`src/rtl/crc64_pkg.sv`:
```
package crc64_pkg;
  localparam logic [31:0] CRC32_POLY_REFL = 32'hEDB8_8320;
  localparam logic [31:0] CRC32_PRESET    = 32'hFFFF_FFFF;
  localparam logic [31:0] CRC32_XOROUT    = 32'hFFFF_FFFF;
endpackage

```
`src/rtl/crc_lane_gate.sv`:
```
module crc_lane_gate #(
  parameter int BYTES = 8
) (
  input  logic [BYTES-1:0]   lane_en_i,
  input  logic [8*BYTES-1:0] data_i,
  output logic [8*BYTES-1:0] data_o
);
  for (genvar n = 0; n < BYTES; n++) begin : g_lane
    assign data_o[8*n +: 8] = lane_en_i[n] ? data_i[8*n +: 8] : 8'h00;
  end
endmodule

```
`src/rtl/crc_pad_seed.sv`:
```
module crc_pad_seed #(
  parameter int              BYTES  = 8,
  parameter int              CRC_W  = 32,
  parameter logic [CRC_W-1:0] POLY  = 32'hEDB8_8320,
  parameter logic [CRC_W-1:0] PRESET = 32'hFFFF_FFFF
) (
  input  logic [BYTES-1:0] lane_en_i,
  output logic [CRC_W-1:0] seed_o
);
  localparam int PAD_W = $clog2(BYTES + 1);

  // Undo nbits zero-input shifts of the reflected register. The top bit of a
  // forward result shows whether the feedback term was applied.
  function automatic logic [CRC_W-1:0] rewind(input logic [CRC_W-1:0] v, input int nbits);
    logic [CRC_W-1:0] r;
    r = v;
    for (int i = 0; i < nbits; i++) begin
      if (r[CRC_W-1]) r = ((r ^ POLY) << 1) | {{(CRC_W-1){1'b0}}, 1'b1};
      else            r = r << 1;
    end
    return r;
  endfunction

  logic [CRC_W-1:0] seed_tab [BYTES+1];
  logic [PAD_W-1:0] pad_cnt;

  for (genvar k = 0; k <= BYTES; k++) begin : g_seed
    localparam logic [CRC_W-1:0] SEED_K = rewind(PRESET, 8 * k);
    assign seed_tab[k] = SEED_K;
  end

  always_comb begin
    pad_cnt = '0;
    for (int i = 0; i < BYTES; i++) begin
      if (!lane_en_i[i]) pad_cnt = pad_cnt + 1'b1;
    end
  end

  assign seed_o = seed_tab[pad_cnt];
endmodule

```
`src/rtl/crc_xor_net.sv`:
```
module crc_xor_net #(
  parameter int               DATA_W = 64,
  parameter int               CRC_W  = 32,
  parameter logic [CRC_W-1:0] POLY   = 32'hEDB8_8320
) (
  input  logic [CRC_W-1:0]  crc_i,
  input  logic [DATA_W-1:0] data_i,
  output logic [CRC_W-1:0]  crc_o
);
  // Unrolled bit-serial reflected update; collapses into one XOR layer per output bit.
  always_comb begin
    logic [CRC_W-1:0] r;
    logic             fb;
    r = crc_i;
    for (int i = 0; i < DATA_W; i++) begin
      fb = r[0] ^ data_i[i];
      r  = r >> 1;
      if (fb) r = r ^ POLY;
    end
    crc_o = r;
  end
endmodule

```
`src/rtl/crc64_frame_engine.sv`:
```
module crc64_frame_engine
  import crc64_pkg::*;
#(
  parameter int               DATA_W = 64,
  parameter int               CRC_W  = 32,
  parameter logic [CRC_W-1:0] POLY   = CRC32_POLY_REFL,
  parameter logic [CRC_W-1:0] PRESET = CRC32_PRESET,
  parameter logic [CRC_W-1:0] XOROUT = CRC32_XOROUT
) (
  input  logic                 clk,
  input  logic                 rst,
  input  logic                 valid_i,
  input  logic                 sof_i,
  input  logic                 eof_i,
  input  logic [DATA_W/8-1:0]  lanes_i,
  input  logic [DATA_W-1:0]    data_i,
  output logic [CRC_W-1:0]     crc_o,
  output logic                 crc_valid_o
);
  localparam int BYTES = DATA_W / 8;

  logic [CRC_W-1:0]  acc_q;
  logic [CRC_W-1:0]  seed;
  logic [CRC_W-1:0]  crc_in;
  logic [CRC_W-1:0]  crc_next;
  logic [DATA_W-1:0] data_gated;

  crc_pad_seed #(
    .BYTES (BYTES),
    .CRC_W (CRC_W),
    .POLY  (POLY),
    .PRESET(PRESET)
  ) i_seed (
    .lane_en_i(lanes_i),
    .seed_o   (seed)
  );

  crc_lane_gate #(
    .BYTES(BYTES)
  ) i_gate (
    .lane_en_i(lanes_i),
    .data_i   (data_i),
    .data_o   (data_gated)
  );

  assign crc_in = sof_i ? seed : acc_q;

  crc_xor_net #(
    .DATA_W(DATA_W),
    .CRC_W (CRC_W),
    .POLY  (POLY)
  ) i_net (
    .crc_i (crc_in),
    .data_i(data_gated),
    .crc_o (crc_next)
  );

  always_ff @(posedge clk) begin
    if (rst) begin
      acc_q       <= PRESET;
      crc_o       <= '0;
      crc_valid_o <= 1'b0;
    end else begin
      crc_valid_o <= valid_i && eof_i;
      if (valid_i) begin
        acc_q <= crc_next;
        if (eof_i) crc_o <= crc_next ^ XOROUT;
      end
    end
  end

  // Input-shape checks: the empty lanes of a first beat are the lowest ones.
  logic [BYTES-1:0] empty_lanes;
  logic [BYTES-1:0] empty_plus1;
  logic             first_mask_ok;
  always_comb begin
    empty_lanes   = ~lanes_i;
    empty_plus1   = empty_lanes + 1'b1;
    first_mask_ok = (empty_lanes & empty_plus1) == '0;
  end

  AST_RESET_CLEARS: assert property (@(posedge clk)
    rst |=> (!crc_valid_o && crc_o == '0));
  AST_FIRST_MASK_UPPER: assert property (@(posedge clk) disable iff (rst)
    (valid_i && sof_i) |-> first_mask_ok);
  AST_LATER_MASK_FULL: assert property (@(posedge clk) disable iff (rst)
    (valid_i && !sof_i) |-> (&lanes_i));
  AST_STROBE_AFTER_EOF: assert property (@(posedge clk) disable iff (rst)
    (valid_i && eof_i) |=> crc_valid_o);
  AST_NO_STRAY_STROBE: assert property (@(posedge clk) disable iff (rst)
    !(valid_i && eof_i) |=> !crc_valid_o);
  AST_RESULT_HOLDS: assert property (@(posedge clk) disable iff (rst)
    !(valid_i && eof_i) |=> $stable(crc_o));
  AST_EMPTY_FRAME_ZERO: assert property (@(posedge clk) disable iff (rst)
    (valid_i && sof_i && eof_i && lanes_i == '0) |=> (crc_o == '0));
endmodule

```
`config.mk`:
```
export PLATFORM = sky130hd
export DESIGN_NAME = crc64_frame_engine
export DESIGN_NICKNAME = d
export VERILOG_FILES = /design/src/rtl/crc64_pkg.sv /design/src/rtl/crc_lane_gate.sv /design/src/rtl/crc_pad_seed.sv /design/src/rtl/crc_xor_net.sv /design/src/rtl/crc64_frame_engine.sv
export SDC_FILE = /design/constraint.sdc
export NUM_CORES = 1
export LEC_CHECK = 0
export BUFFER_PORTS_ARGS = -buffer_cell sky130_fd_sc_hd__buf_2
export CORE_AREA = 2 2 145 147
export DETAILED_ROUTE_END_ITERATION = 8
export DIE_AREA = 0 0 147 149
export MAX_ROUTING_LAYER = met4
export PLACE_DENSITY = 0.75
export SLEW_MARGIN = 20
export SYNTH_ARGS = -nofsm -noshare
export SYNTH_HDL_FRONTEND = slang
export SYNTH_SLANG_ARGS = --single-unit
```
`constraint.sdc`:
```
create_clock -name clk -period 32.2 [get_ports clk]
set_clock_uncertainty 0.05 [all_clocks]
set_input_delay 3.22 -clock clk [delete_from_list [all_inputs] [get_ports clk]]
set_output_delay 3.22 -clock clk [all_outputs]
set_load 0.02 [all_outputs]
```
==> impl_metrics.tcl <==
set metrics [dict create \
    status "complete, no violations" \
    cts_made_buffers 9 \
    crit_arrival_ns 14.66 \
    via_count 7729 \
    slew_viol_final 0 \
    post_cts_resized 0 \
    crit_top_cell "ha_1" \
    numPortBuffers 109 \
    clk_pin_slew_ns 0.05 \
    hold_path.class "reg -> reg" \
    design.core.area_mm2 0.02056 \
    cts_tree "done" \
    final_hold_viol_count 0 \
    die_w_um 147 \
    fin_crit_ns 14.50 \
    cts_sinks 65 \
    seq_area_frac_synth_pct 11.80 \
    synthArstFlopShare_pct 0 \
    place_area_mm2 0.01178 \
    ctsHtreeMaxLevel 3 \
    grt_max_degree 66 \
    rsz0062_at_grt "false" \
    grt_pass1_vias 7704 \
    post-route-drc-count 0 \
    avgSynthCellArea_um2 10.54 \
    synth_most_common_cell "xnor2_1" \
    synth_common_cells "253 x xnor2_1, 126 x xnor3_1, 114 x nand2_1" \
    max_slew_margin_pct 28.95 \
    synth-edff-count 0 \
    fin_area_mm2 0.01211 \
    synth_area_mm2 0.01103 \
    crit_slowest_cell "xnor2_2" \
    drt_wl_total_um 30390 \
    crit_type "in -> reg" \
    insertion_delay_ns 0.33 \
    grtUsageTotal_pct 28.79 \
    gr-total-overflow 0 \
    synth.largest_area_cell "xnor3_1" \
    rows 53 \
    post_drt_wl_per_cell_um 21.58 \
    worst_pin_slew_ns 1.066 \
    yosysWarnings 0 \
    ys_ff_latch 65 \
    postCtsHoldBufs 0 \
    dpl.hpwl_um 24740 \
    ys_types 72 \
    min_path_cells 2 \
    cts_buffer_depth 2 \
    nets 1218 \
    viasPerCell 5.489 \
    start_kind "primary input" \
    cp-end-kind "register" \
    fmax_mhz 68.97 \
    reg2reg_depth 17 \
    syn_inst 1046 \
    period_share_pct 45.03 \
    area_growth_pct 9.804 \
    synth_nets 1136 \
    synthTopCellsByArea "xnor3_1 26%, xnor2_1 20%, dfxtp_1 12%, xor2_1 6.9%, nand2_1 3.9%" \
    cts_root_buf "clkbuf_16" \
    antenna_found_initial 0 \
    synthFlopType "dfxtp_1" \
    drive_above_1_share_pct 17.56 \
    cpPeakStageDelay_ns 0.68 \
    setup_tns_ns 0 \
    drtPass1Iterations 5 \
    critical_path_required_ns 32.36 \
    n_antenna_cell 0 \
    setup_violations 0 \
    drt_iter0_drc 708 \
    cts_setup_buffers 0 \
    gp_congestion 0.9570 \
    critPathMaxFanout 15 \
    max-cap-violations 0 \
    synth_top_area_share_pct 25.73 \
    drt.antenna.violating_nets 0 \
    ioPinCount 110 \
    start_util_pct 53.64 \
    die_area_mm2 0.02190 \
    die_height_um 149 \
    grt_first_pass_wirelength_um 45950 \
]
[critical path: cells and delay by family]
family	cells	cell delay, ns
AOI/OAI and AO/OA	4	0.68
and+or+nand+nor	10	1.31
adders and majority gates	6	1.78
xor gates and xnor gates	16	7.39
buffers and inverters	2	0.26
[area by class of cell]
class	count	area, um^2
Clock buffer	10	239.0
Clock inverter	6	88.84
Fill cell	1823	8449
Inverter	12	45.04
Multi-Input combinational cell	926	9507
Sequential cell	65	1301
Tap cell	275	344.1
Timing Repair Buffer	114	583.1
[final timing paths]
| kind | startpoint | end | slack (ns) |
|---|---|---|---|
| worst min-delay path | crc_o[28] | crc_o[28] | 0.40 |
| worst max-delay path | lanes_i[0] | acc_q[20] | 17.70 |
| worst max register to register | acc_q[3] | acc_q[20] | 24.60 |
| worst min register to register | crc_o[28] | crc_o[28] | 0.40 |
[metrics by stage]
| step | hold WS (ns) | worst slack, ns | instances | util [%] |
|---|---|---|---|---|
| 2_1_floorplan | 0.3962 | 18.84 | 1046 | - |
| 3_3_place_gp | 0.3919 | 17.58 | 1392 | 57.30 |
| 3_5_place_dp | 0.3939 | 17.46 | 1392 | 57.30 |
| 4_1_cts | 0.4049 | 17.76 | 1408 | 58.90 |
| 5_1_grt | 0.4276 | 17.12 | 1408 | 58.90 |
| 6_report | 0.4002 | 17.70 | 1408 | 58.90 |
[flip-flops by register name, summed over array words and instances (netlist names)]
signal,count
crc_o,32
crc_valid_o,1
acc_q,32
[cell families after synthesis]
logic type | synth area share [%]
AOI/OAI and AO/OA | 8.658
xor gates and xnor gates | 65.94
adders and majority gates | 1.475
buffers and inverters | 1.986
DFF | 11.80
muxes | 0.1816
and+or+nand+nor | 9.962
[routing by layer]
| metal | GRT usage, % | wire length [um] | up-vias |
|---|---|---|---|
| met5 | - | 0 | - |
| met4 | 6.250 | 584 | 0 |
| met3 | 3.150 | 1672 | 34 |
| met2 | 46.83 | 14430 | 254 |
| met1 | 39.40 | 13700 | 3738 |
| li1 | - | - | 3703 |
[cell usage in the layout (no fill, tap or decap), types with 5 or more instances in the layout]
| cell type | n |
|---|---|
| a211o_1 | 9 |
| a211oi_1 | 16 |
| a21oi_1 | 38 |
| a41oi_1 | 13 |
| buf_2 | 109 |
| buf_4 | 5 |
| clkbuf_16 | 9 |
| dfxtp_1 | 65 |
| ha_1 | 13 |
| inv_1 | 10 |
| nand2_1 | 114 |
| nand2b_1 | 5 |
| nor2_1 | 79 |
| nor2b_1 | 17 |
| o21ai_0 | 5 |
| o21bai_1 | 8 |
| or2_1 | 9 |
| or2_2 | 7 |
| xnor2_1 | 253 |
| xnor2_2 | 17 |
| xnor2_4 | 5 |
| xnor3_1 | 126 |
| xnor3_2 | 12 |
| xor2_1 | 87 |
| xor2_2 | 9 |
| xor3_1 | 18 |
Power is not shown: default switching activity piles up to over one toggle a cycle in this logic, so the estimate is an artifact.
